## src/rtl/mig_pkg.sv

```systemverilog
package mig_pkg;

  localparam logic [1:0] REQ_READ  = 2'd0;
  localparam logic [1:0] REQ_READX = 2'd1;
  localparam logic [1:0] REQ_UPG   = 2'd2;
  localparam logic [1:0] REQ_WB    = 2'd3;

  // Saturating increment, done in int so the caller picks the width.
  function automatic int sat_inc(input int value, input int limit);
    return (value >= limit) ? limit : value + 1;
  endfunction

  // Request type translation for a line with the given flag.
  function automatic logic [1:0] xlate_type(input logic [1:0] kind, input logic flagged);
    return (kind == REQ_READ && flagged) ? REQ_READX : kind;
  endfunction

endpackage

```

## src/rtl/mig_line_track.sv

```systemverilog
module mig_line_track #(
  parameter int NODE_W = 3,
  parameter int THRESH = 2,
  parameter int CW     = $clog2(THRESH + 1)
) (
  input  logic              clk,
  input  logic              rst_n,
  input  logic              obs_hit,
  input  logic [NODE_W-1:0] obs_node,
  input  logic              obs_write,
  input  logic              rev_hit,
  output logic              flag,
  output logic [CW-1:0]     cnt,
  output logic              mig_event
);
  import mig_pkg::*;

  logic [NODE_W-1:0] lw_node_q;
  logic              lw_valid_q;
  logic [NODE_W-1:0] rd_node_q;
  logic              rd_valid_q;
  logic [CW-1:0]     cnt_q;
  logic              flag_q;
  int                cnt_next;

  // Named internal events for the assertions.
  assign mig_event = obs_hit && obs_write && rd_valid_q &&
                     (rd_node_q == obs_node) && !rev_hit;
  assign cnt_next  = sat_inc(int'(cnt_q), THRESH);

  always_ff @(posedge clk) begin
    if (!rst_n || rev_hit) begin
      lw_node_q  <= '0;
      lw_valid_q <= 1'b0;
      rd_node_q  <= '0;
      rd_valid_q <= 1'b0;
      cnt_q      <= '0;
      flag_q     <= 1'b0;
    end else if (obs_hit) begin
      if (obs_write) begin
        lw_node_q  <= obs_node;
        lw_valid_q <= 1'b1;
        rd_valid_q <= 1'b0;
        if (mig_event) begin
          cnt_q  <= CW'(cnt_next);
          flag_q <= flag_q | (cnt_next >= THRESH);
        end
      end else if (rd_valid_q) begin
        if (rd_node_q != obs_node) rd_valid_q <= 1'b0;
      end else if (lw_valid_q && (obs_node != lw_node_q)) begin
        rd_valid_q <= 1'b1;
        rd_node_q  <= obs_node;
      end
    end
  end

  assign flag = flag_q;
  assign cnt  = cnt_q;

  assert_cnt_bound_R3: assert property (@(posedge clk) disable iff (!rst_n)
    int'(cnt_q) <= THRESH);

  assert_flag_needs_migration_R4: assert property (@(posedge clk) disable iff (!rst_n)
    $rose(flag_q) |-> $past(mig_event));

  assert_revert_clears_R7: assert property (@(posedge clk) disable iff (!rst_n)
    rev_hit |=> (cnt_q == '0 && !flag_q));

endmodule

```

## src/rtl/mig_req_xlate.sv

```systemverilog
module mig_req_xlate #(
  parameter int LINE_W = 4,
  parameter int NODE_W = 3
) (
  input  logic              clk,
  input  logic              rst_n,
  input  logic              in_valid,
  input  logic [LINE_W-1:0] in_line,
  input  logic [NODE_W-1:0] in_node,
  input  logic [1:0]        in_type,
  input  logic              line_flag,
  output logic              out_valid,
  output logic [LINE_W-1:0] out_line,
  output logic [NODE_W-1:0] out_node,
  output logic [1:0]        out_type,
  output logic              out_conv
);
  import mig_pkg::*;

  logic [1:0] next_type;
  assign next_type = xlate_type(in_type, line_flag);

  always_ff @(posedge clk) begin
    if (!rst_n) begin
      out_valid <= 1'b0;
      out_line  <= '0;
      out_node  <= '0;
      out_type  <= REQ_READ;
      out_conv  <= 1'b0;
    end else begin
      out_valid <= in_valid;
      out_line  <= in_line;
      out_node  <= in_node;
      out_type  <= next_type;
      out_conv  <= in_valid && (next_type != in_type);
    end
  end

  assert_read_converted_R5: assert property (@(posedge clk) disable iff (!rst_n)
    (in_valid && in_type == REQ_READ && line_flag) |=>
      (out_valid && out_type == REQ_READX && out_conv));

  assert_other_passthru_R6: assert property (@(posedge clk) disable iff (!rst_n)
    (in_valid && in_type != REQ_READ) |=>
      (out_valid && out_type == $past(in_type) && !out_conv));

  assert_no_spurious_rsp_R6: assert property (@(posedge clk) disable iff (!rst_n)
    !in_valid |=> !out_valid);

endmodule

```

## src/rtl/migratory_detector.sv

```systemverilog
module migratory_detector #(
  parameter int NUM_LINES = 16,
  parameter int NODE_W    = 3,
  parameter int THRESH    = 2,
  parameter int LINE_W    = $clog2(NUM_LINES),
  parameter int CW        = $clog2(THRESH + 1)
) (
  input  logic                    clk,
  input  logic                    rst_n,
  input  logic                    obs_valid,
  input  logic [LINE_W-1:0]       obs_line,
  input  logic [NODE_W-1:0]       obs_node,
  input  logic                    obs_write,
  input  logic                    req_valid,
  input  logic [LINE_W-1:0]       req_line,
  input  logic [NODE_W-1:0]       req_node,
  input  logic [1:0]              req_type,
  input  logic                    rev_valid,
  input  logic [LINE_W-1:0]       rev_line,
  output logic                    rsp_valid,
  output logic [LINE_W-1:0]       rsp_line,
  output logic [NODE_W-1:0]       rsp_node,
  output logic [1:0]              rsp_type,
  output logic                    rsp_converted,
  output logic [NUM_LINES-1:0]    mig_flags,
  output logic [NUM_LINES*CW-1:0] mig_counts
);

  logic [NUM_LINES-1:0] mig_events;
  logic [NUM_LINES-1:0] rev_hits;

  for (genvar i = 0; i < NUM_LINES; i++) begin : g_line
    logic obs_hit;
    assign obs_hit     = obs_valid && (obs_line == LINE_W'(i));
    assign rev_hits[i] = rev_valid && (rev_line == LINE_W'(i));

    mig_line_track #(
      .NODE_W (NODE_W),
      .THRESH (THRESH),
      .CW     (CW)
    ) u_track (
      .clk       (clk),
      .rst_n     (rst_n),
      .obs_hit   (obs_hit),
      .obs_node  (obs_node),
      .obs_write (obs_write),
      .rev_hit   (rev_hits[i]),
      .flag      (mig_flags[i]),
      .cnt       (mig_counts[i*CW +: CW]),
      .mig_event (mig_events[i])
    );
  end

  mig_req_xlate #(
    .LINE_W (LINE_W),
    .NODE_W (NODE_W)
  ) u_xlate (
    .clk       (clk),
    .rst_n     (rst_n),
    .in_valid  (req_valid),
    .in_line   (req_line),
    .in_node   (req_node),
    .in_type   (req_type),
    .line_flag (mig_flags[req_line]),
    .out_valid (rsp_valid),
    .out_line  (rsp_line),
    .out_node  (rsp_node),
    .out_type  (rsp_type),
    .out_conv  (rsp_converted)
  );

  // At most one line sees a migration or a revert per cycle.
  assert_one_line_event_R9: assert property (@(posedge clk) disable iff (!rst_n)
    $onehot0(mig_events) && $onehot0(rev_hits));

endmodule

```

## config.mk

```make
export PLATFORM = sky130hd
export DESIGN_NAME = migratory_detector
export DESIGN_NICKNAME = d
export VERILOG_FILES = /design/src/rtl/mig_pkg.sv /design/src/rtl/mig_line_track.sv /design/src/rtl/mig_req_xlate.sv /design/src/rtl/migratory_detector.sv
export SDC_FILE = /design/constraint.sdc
export NUM_CORES = 1
export LEC_CHECK = 0
export BUFFER_PORTS_ARGS = -buffer_cell sky130_fd_sc_hd__buf_2
export CORE_UTILIZATION = 55
export CTS_CLUSTER_SIZE = 16
export DETAILED_ROUTE_END_ITERATION = 7
export GPL_ROUTABILITY_DRIVEN = 0
export MAX_ROUTING_LAYER = met4
export PLACE_DENSITY_LB_ADDON = 0.2
export SETUP_SLACK_MARGIN = 0.02
export SYNTH_ARGS = -nofsm -noshare
export SYNTH_HDL_FRONTEND = slang
export SYNTH_HIERARCHICAL = 1
export SYNTH_SLANG_ARGS = --single-unit
export TNS_END_PERCENT = 10
```

## constraint.sdc

```tcl
create_clock -name clk -period 2.5 [get_ports clk]
set_input_delay 0.5 -clock clk [delete_from_list [all_inputs] [get_ports clk]]
set_output_delay 0.5 -clock clk [all_outputs]
set_load 0.02 [all_outputs]
```

==> qor.csv, run 1 <==
metric,value,unit
Min-Delay Path Depth,2,
postcts setup bufs,0,
initial antenna violation count,1,
post-cts sizing count,0,
setup ws final,685,ps
syn_nets,1078,
syn avg cell area,8.51,um2
vias in the first global route,7174,
kind of critical path,in2reg,
sequential area share after synthesis,0.418,
main combinational cell family by area after synthesis,simple AND/OR/NAND/NOR gates,
post-synthesis xor/xnor area fraction,0.0939,
clock slew at reported path FFs,70,ps
Starting Density,0.564,
dpl cell area,0.00989,mm2
core area,0.0159,mm2
TritonCTS clock tree,yes,
post-route antenna net violation count,0,
Via density,5.57,
"Slew Viols, Final",0,
HPWL after DPL,14600,um
root buffer cell,clkbuf_16,
setup TNS,0,ps
TritonRoute pass-1 iters,5,
CTS hold repair buffers,0,
Yosys warnings,6,
Leakage Power,0.00406,uW
post-synthesis simple-gate area fraction,0.242,
slew margin rel.,0.572,
CTS Buffer Depth,2,
CP startpoint kind,input port,
Worst Path Max Fanout,4,
crit-path cells,buf_2 > or3b_2 > nor3_1 > and4b_1 > nand4_1 > inv_1 > mux2i_1,
post-synth top area share,0.418,
worst reg-to-reg path cell count,5,
worst path required time,2850,ps
synth unique cells,31,
Synth Register Bits,187,
fin cells,1392,
Max-Cap Viols,0,
Final setup violation count,0,
nets@finish,1190,
share of cells above drive strength 1,0.140,
status,"finished, final reports clean",
WL/cell,15.4,um
total wire length,21500,um
Worst Max-Slew Pin Slew,641,ps
global route overflow,0,
Final Cycle Share,0.726,
H-tree lvl count,4,
Die W,130,um
Mapped Cells,1052,
fin crit period,1810,ps
Compound-Gate Fraction of Synth Area,0.124,
clock latency on the worst-skew pair,430,ps
Worst Setup End Kind,register,
die area,0.0168,mm2
total number of vias,7749,
Fmax,551,MHz
largest cells by area after synthesis,"dfxtp_1 (42%), nand2_1 (9.5%), mux2i_1 (7.5%)",
GRT Util Overall,0.270,
mapped cell area,0.00895,mm2
Layout Skew,7.72,ps
Area Growth Syn to Fin,17.1,%
crit-path max cell delay,540,ps
TritonCTS buffer count,17,
maximum vdd drop,475,uV
Num Clock Sinks,187,
initial DRC count,475,
number of port buffers,84,
placed cell count,1361,
I/O pin count,85,
CP arrival,2160,ps
Synth area leader,dfxtp_1,
Post-Synth Adder-Cell Area,0,
Place WS,307,ps
power per cell area,593,mW/mm2
RSZ-0062 raised after global routing,no,
Fin. Hold Viols,0,
CP max-delay cell,or3b_2,
design area,0.0105,mm2
Core Rows,46,
number of remaining DRC errors,0,
first-pass GRT wire length,34600,um
mux cell area share after synthesis,0.0866,
Die Ht,130,um
HP Class,in2reg,
pin count of the biggest net entering global routing,65,
[placed cells by master (no fill, tap or decap), types with 20 or more instances in the layout]
master	instances
buf_2	83
inv_1	48
nand3_1	50
buf_4	36
dfxtp_1	187
nand2b_1	20
nand2_1	226
xor2_1	48
a21oi_1	80
xnor2_1	48
mux2i_1	67
nor2_1	40
[where the power goes]
part	total (uW)	switching [uW]	internal, uW
combinational	485	319	166
sequential	3000	7.28	3000
clock	2730	1140	1590
[cell usage after synthesis]
master	n
xor2_1	48
o21ai_0	16
a211oi_1	16
mux4_1	4
and2_2	8
or3_1	16
nor3_1	8
a21oi_1	80
nor2b_1	17
nand3_1	50
nand4_1	16
and4b_1	16
xnor2_1	48
nand2_1	226
o31a_1	16
nand2b_1	20
buf_2	16
or3b_2	2
and3b_1	1
mux2i_1	67
o311ai_0	16
dfxtp_1	187
nor2_1	40
clkbuf_1	16
inv_1	48
a31oi_1	16
nor4bb_1	16
o31ai_1	16
and2_4	1
o21a_1	1
nand3b_1	4
[cells by family (layout without fill, tap and decap cells)]
logic type,after synthesis,count (layout)
other,0,1
xor gates and xnor gates,96,96
AOI/OAI and AO/OA,177,177
muxes,71,71
and+or+nand+nor,441,441
buffers and inverters,80,203
DFF,187,187
[layer usage]
metal | part of all wire | global-route usage
met1 | 0.45 | 0.332
met2 | 0.47 | 0.433
met3 | 0.050 | 0.0574
met4 | 0.025 | 0.102
met5 | 0 | -
[state kept, by name, indices dropped and copies added (netlist names)]
register                   count
u_xlate/out_line               4
g_line.u_track/lw_node_q      48
g_line.u_track/flag           16
g_line.u_track/rd_valid_q     16
u_xlate/out_conv               1
u_xlate/out_valid              1
u_xlate/out_node               3
u_xlate/out_type               2
g_line.u_track/cnt            32
g_line.u_track/lw_valid_q     16
g_line.u_track/rd_node_q      48
[per-stage QoR]
step	utilization	total power (uW)	hold slack [ps]
3_3_place_gp	0.623	3540	455
5_1_grt	0.660	6430	284
3_5_place_dp	0.623	3550	458
2_1_floorplan	-	3310	445
6_report	0.660	6220	288
4_1_cts	0.660	6260	278
[path summary, 6_finish.rpt]
| check | slack, ps | end | startpoint |
|---|---|---|---|
| max | 690 | g_line[0].u_track/cnt[0] | obs_line[3] |
| min | 290 | u_xlate/out_node[2] | req_node[2] |
| max reg2reg | 790 | u_xlate/out_conv | g_line[9].u_track/flag |
| min reg2reg | 470 | g_line[14].u_track/lw_node_q[1] | g_line[14].u_track/lw_node_q[1] |
[area by class of cell]
class                   count  area [um2]
fillers                  1352        5400
flip-flops and latches    187        3740
clock buffers              20         447
repair buffers            125         806
clock inverters            10         145
well taps                 216         270
diodes                      1        2.50
inverters                  48         180
multi-input cells         785        4890
[critical path, delay by kind of cell]
family                 cells  cell delay, ps
and+or+nand+nor            4            1210
buffers and inverters      2             240
muxes                      1             210
No activity file was read; power rests on OpenSTA's default activity.
==> inputs of run 2 (changes only) <==
- clock period: 2.5 -> 1.7 ns (I/O delays scaled with it)
==> qor.csv, run 2 (same netlist as run 1, synthesis figures left out) <==
metric,value,unit
status,"finished, final reports clean",
slew margin rel.,0.546,
total number of vias,8052,
die area,0.0168,mm2
TritonCTS clock tree,yes,
CP arrival,1930,ps
Psw,2250,uW
clock latency on the worst-skew pair,430,ps
TritonRoute pass-1 iters,5,
internal power,7080,uW
"most common cell after layout, fill and taps aside",nand2_1,
HP Class,in2reg,
Via density,5.54,
worst path required time,2030,ps
Die Ht,130,um
global route overflow,0,
core area,0.0159,mm2
Fmax,622,MHz
I/O pin count,85,
Hold Path Origin,req_node[1],
TritonCTS buffer count,17,
pin count of the biggest net entering global routing,33,
postcts setup bufs,0,
Starting Density,0.564,
Leakage Power,0.00441,uW
Hold EP,u_xlate/out_node[1],
Final Cycle Share,0.945,
Fin. Hold Viols,0,
worst hold slack,122,ps
Worst Path Max Fanout,4,
Layout Skew,6.21,ps
"commonest cells after routing, fill and taps aside","nand2_1 (226), dfxtp_1 (187), buf_4 (93)",
vias in the first global route,7572,
post-route antenna net violation count,0,
HPWL after DPL,15700,um
post-layout util,0.694,
Core Rows,46,
Worst Setup End Kind,register,
number of remaining DRC errors,0,
Min-Delay Path Depth,2,
Max-Cap Viols,0,
root buffer cell,clkbuf_16,
Num Clock Sinks,187,
Sw Share,0.241,
antenna cells,0,
WL/cell,15.1,um
Clock power frac,0.441,
H-tree lvl count,4,
clock slew at reported path FFs,70,ps
initial antenna violation count,0,
RSZ-0062 raised after global routing,yes,
share of cells above drive strength 1,0.187,
CTS Buffer Depth,2,
first-pass GRT wire length,35700,um
maximum vdd drop,778,uV
multi-input logic area,0.00490,mm2
r2r endpoint,u_xlate/out_type[0],
nets@finish,1251,
FILL cells,1306,
CP startpoint kind,register,
FF-to-FF setup slack,90,ps
power per cell area,847,mW/mm2
initial DRC count,473,
Area Growth Syn to Fin,23.1,%
GRT Util Overall,0.278,
Worst Max-Slew Pin Slew,680,ps
total wire length,22000,um
fin crit period,1610,ps
"Slew Viols, Final",0,
kind of critical path,reg2reg,
Worst R2R Start,g_line[14].u_track/flag,
Die W,130,um
number of port buffers,84,
worst reg-to-reg path cell count,5,
Final setup violation count,0,
Comb pwr share,0.086,
register area,0.00374,mm2
Reg power frac,0.473,
-- run 2: worst max path at each step --
stage,cells after the start,slack (ps),from,to
3_3_place_gp,7,-240,obs_line[3],g_line[0].u_track/rd_node_q[1]
3_5_place_dp,7,-290,obs_line[3],g_line[2].u_track/rd_node_q[2]
4_1_cts,5,110,g_line[14].u_track/flag,u_xlate/out_type[0]
6_report,5,90,g_line[14].u_track/flag,u_xlate/out_type[0]
5_1_grt,5,6,g_line[5].u_track/flag,u_xlate/out_conv
2_1_floorplan,6,-50,obs_line[3],g_line[0].u_track/rd_node_q[0]
-- run 2: metrics by stage --
step | TNS (ps) | setup slack (ps) | std cells | total power, uW | area [um2]
global route | 0 | 6.43 | 1454 | 9630 | 11000
finish | 0 | 93.2 | 1454 | 9340 | 11000
floorplan | -164 | -54.7 | 1052 | 4870 | 8960
CTS | 0 | 106 | 1454 | 9370 | 11000
global placement | -11110 | -236 | 1422 | 5300 | 10400
detailed placement | -15280 | -285 | 1422 | 5310 | 10400
-- run 2: repair_timing --
| action | 4_1_cts | 5_1_grt |
|---|---|---|
| gates resized for setup | 0 | 2 |
| hold buffers | 0 | 0 |
| setup endpoints to repair | 0 | 5 |
-- run 2: layer usage --
layer  vias up  global-route usage  part of all wire
met1      3832               0.340              0.46
met5         -                   -                 0
met4         0               0.104             0.024
met3        38              0.0479             0.035
li1       4010                   -                 -
met2       172               0.459              0.48
-- run 2: area by class of cell --
type,count,area share
Tap cell,216,0.0245
Clock inverter,14,0.0156
Inverter,48,0.0163
Timing Repair Buffer,186,0.119
Multi-Input combinational cell,785,0.445
Clock buffer,18,0.0398
Sequential cell,187,0.340
-- run 2: critical path: stages (launching register included) --
cell	delay, ps
dfxtp_1	340
mux4_1	570
mux2i_1	170
mux2i_1	110
nor2b_1	150
o21a_1	160
-- run 2: power by group through the flow --
| stage | combinational, uW | sequential [uW] | clock [uW] |
|---|---|---|---|
| final | 805 | 4420 | 4120 |
| after global routing | 874 | 4420 | 4340 |
| after CTS | 799 | 4420 | 4160 |
| after detailed placement | 793 | 4520 | 0 |
| after global placement | 782 | 4510 | 0 |
| after floorplan | 335 | 4530 | 0 |
==> inputs of run 3 (changes only) <==
- CAP_MARGIN: not set -> 20
- REMOVE_ABC_BUFFERS: not set -> 1
==> qor.csv, run 3 (same netlist as run 1, synthesis figures left out) <==
metric,value,unit
I/O pin count,85,
initial antenna violation count,0,
Die W,130,um
crit-path max cell delay,300,ps
TritonCTS buffer count,17,
CTS Buffer Depth,2,
Area Growth Syn to Fin,21.9,%
CTS hold repair buffers,0,
Hold Path Origin,req_node[2],
Worst Setup End Kind,register,
vias in the first global route,7290,
worst reg-to-reg path cell count,5,
core area,0.0159,mm2
pin count of the biggest net entering global routing,54,
TritonRoute pass-1 iters,6,
Crit path max-delay family,simple AND/OR/NAND/NOR gates,
postcts setup bufs,0,
Die Ht,130,um
number of remaining DRC errors,0,
r2r endpoint,u_xlate/out_type[0],
WL/cell,15.0,um
CP arrival,1990,ps
maximum vdd drop,689,uV
"commonest cells after routing, fill and taps aside","nand2_1 (226), dfxtp_1 (187), buf_4 (93)",
worst hold slack,127,ps
post-route antenna net violation count,0,
clock slew at reported path FFs,60,ps
Max-Cap Viols,0,
total number of vias,7976,
global route overflow,0,
H-tree lvl count,4,
antenna cells,0,
Min-Delay Path Depth,2,
Leakage Power,0.00437,uW
initial DRC count,442,
total wire length,21800,um
Place WS,-433,ps
WP buf/inv,3,
kind of critical path,in2reg,
Fin. Hold Viols,0,
Worst R2R Start,g_line[1].u_track/flag,
Hold EP,u_xlate/out_node[2],
slew margin rel.,0.522,
die area,0.0168,mm2
Worst Path Max Fanout,4,
GRT Util Overall,0.273,
post-layout util,0.687,
Layout Skew,3.87,ps
"Slew Viols, Final",0,
CP startpoint kind,input port,
status,"finished, final reports clean",
share of cells above drive strength 1,0.178,
HP Class,in2reg,
Starting Density,0.564,
worst path required time,2050,ps
fin crit period,1650,ps
FF-to-FF setup slack,60,ps
Fmax,608,MHz
"most common cell after layout, fill and taps aside",nand2_1,
CP max-delay cell,nand3b_1,
power per cell area,821,mW/mm2
Worst Max-Slew Pin Slew,715,ps
Num Clock Sinks,187,
Core Rows,46,
Final Cycle Share,0.968,
Final setup violation count,0,
Tot Pwr,8960,uW
TritonCTS clock tree,yes,
number of port buffers,84,
root buffer cell,clkbuf_16,
RSZ-0062 raised after global routing,yes,
Via density,5.51,
HPWL after DPL,15500,um
setup ws final,54.1,ps
crit-path cells,buf_2 > buf_4 > nand3b_1 > nor3_1 > buf_4 > nor4bb_1 > o31a_1 > mux2i_1,
most frequent cell on the critical path,buf_4,
first-pass GRT wire length,34900,um
clock latency on the worst-skew pair,430,ps
nets@finish,1250,
## run 3: power by group
| part | switching (uW) | internal [uW] | leakage (uW) |
|---|---|---|---|
| clock network | 1580 | 2160 | 0.000259 |
| logic | 484 | 318 | 0.00260 |
| registers | 11.1 | 4410 | 0.00151 |
## run 3: through the flow
| stage | std cells | area [um2] | setup TNS [ps] |
|---|---|---|---|
| after floorplan | 1020 | 8810 | -4240 |
| after global placement | 1421 | 10400 | -18570 |
| after detailed placement | 1421 | 10400 | -22070 |
| after CTS | 1448 | 10900 | 0 |
| after global routing | 1448 | 10900 | 0 |
| final | 1448 | 10900 | 0 |
## run 3: worst reg2reg max path: stages (launching register included)
cell	delay [ps]
dfxtp_1	340
mux4_1	600
mux2i_1	170
mux2i_1	110
nor2b_1	150
o21a_1	160
## run 3: cell type report
type	count	area, um2
clock buffers	23	458
well taps	216	270
clock inverters	4	70.1
repair buffers	185	1290
fillers	1339	4970
inverters	48	180
flip-flops and latches	187	3740
multi-input cells	785	4900
## run 3: repair_timing
action                                  4_1_cts  5_1_grt
endpoints found under the setup margin        3        6
pin swaps                                     0        0
resized for setup                             1        1
## run 3: worst max-delay path by stage
stage / from / slack, ps / depth (start not counted) / endpoint
floorplan: obs_line[3] / -350 / 5 / g_line[0].u_track/rd_node_q[0]
global placement: obs_line[3] / -370 / 7 / g_line[0].u_track/rd_node_q[1]
detailed placement: obs_line[3] / -430 / 7 / g_line[0].u_track/rd_node_q[0]
CTS: g_line[1].u_track/flag / 70 / 5 / u_xlate/out_type[0]
global route: obs_line[3] / 10 / 8 / g_line[7].u_track/rd_node_q[1]
finish: obs_line[2] / 50 / 8 / g_line[8].u_track/rd_node_q[2]
## run 3: per-layer routing
layer	track usage	vias up	routed length, um
li1	-	4005	-
met1	0.347	3784	10100
met2	0.438	156	10300
met3	0.0396	31	918
met4	0.104	0	486
met5	-	-	0
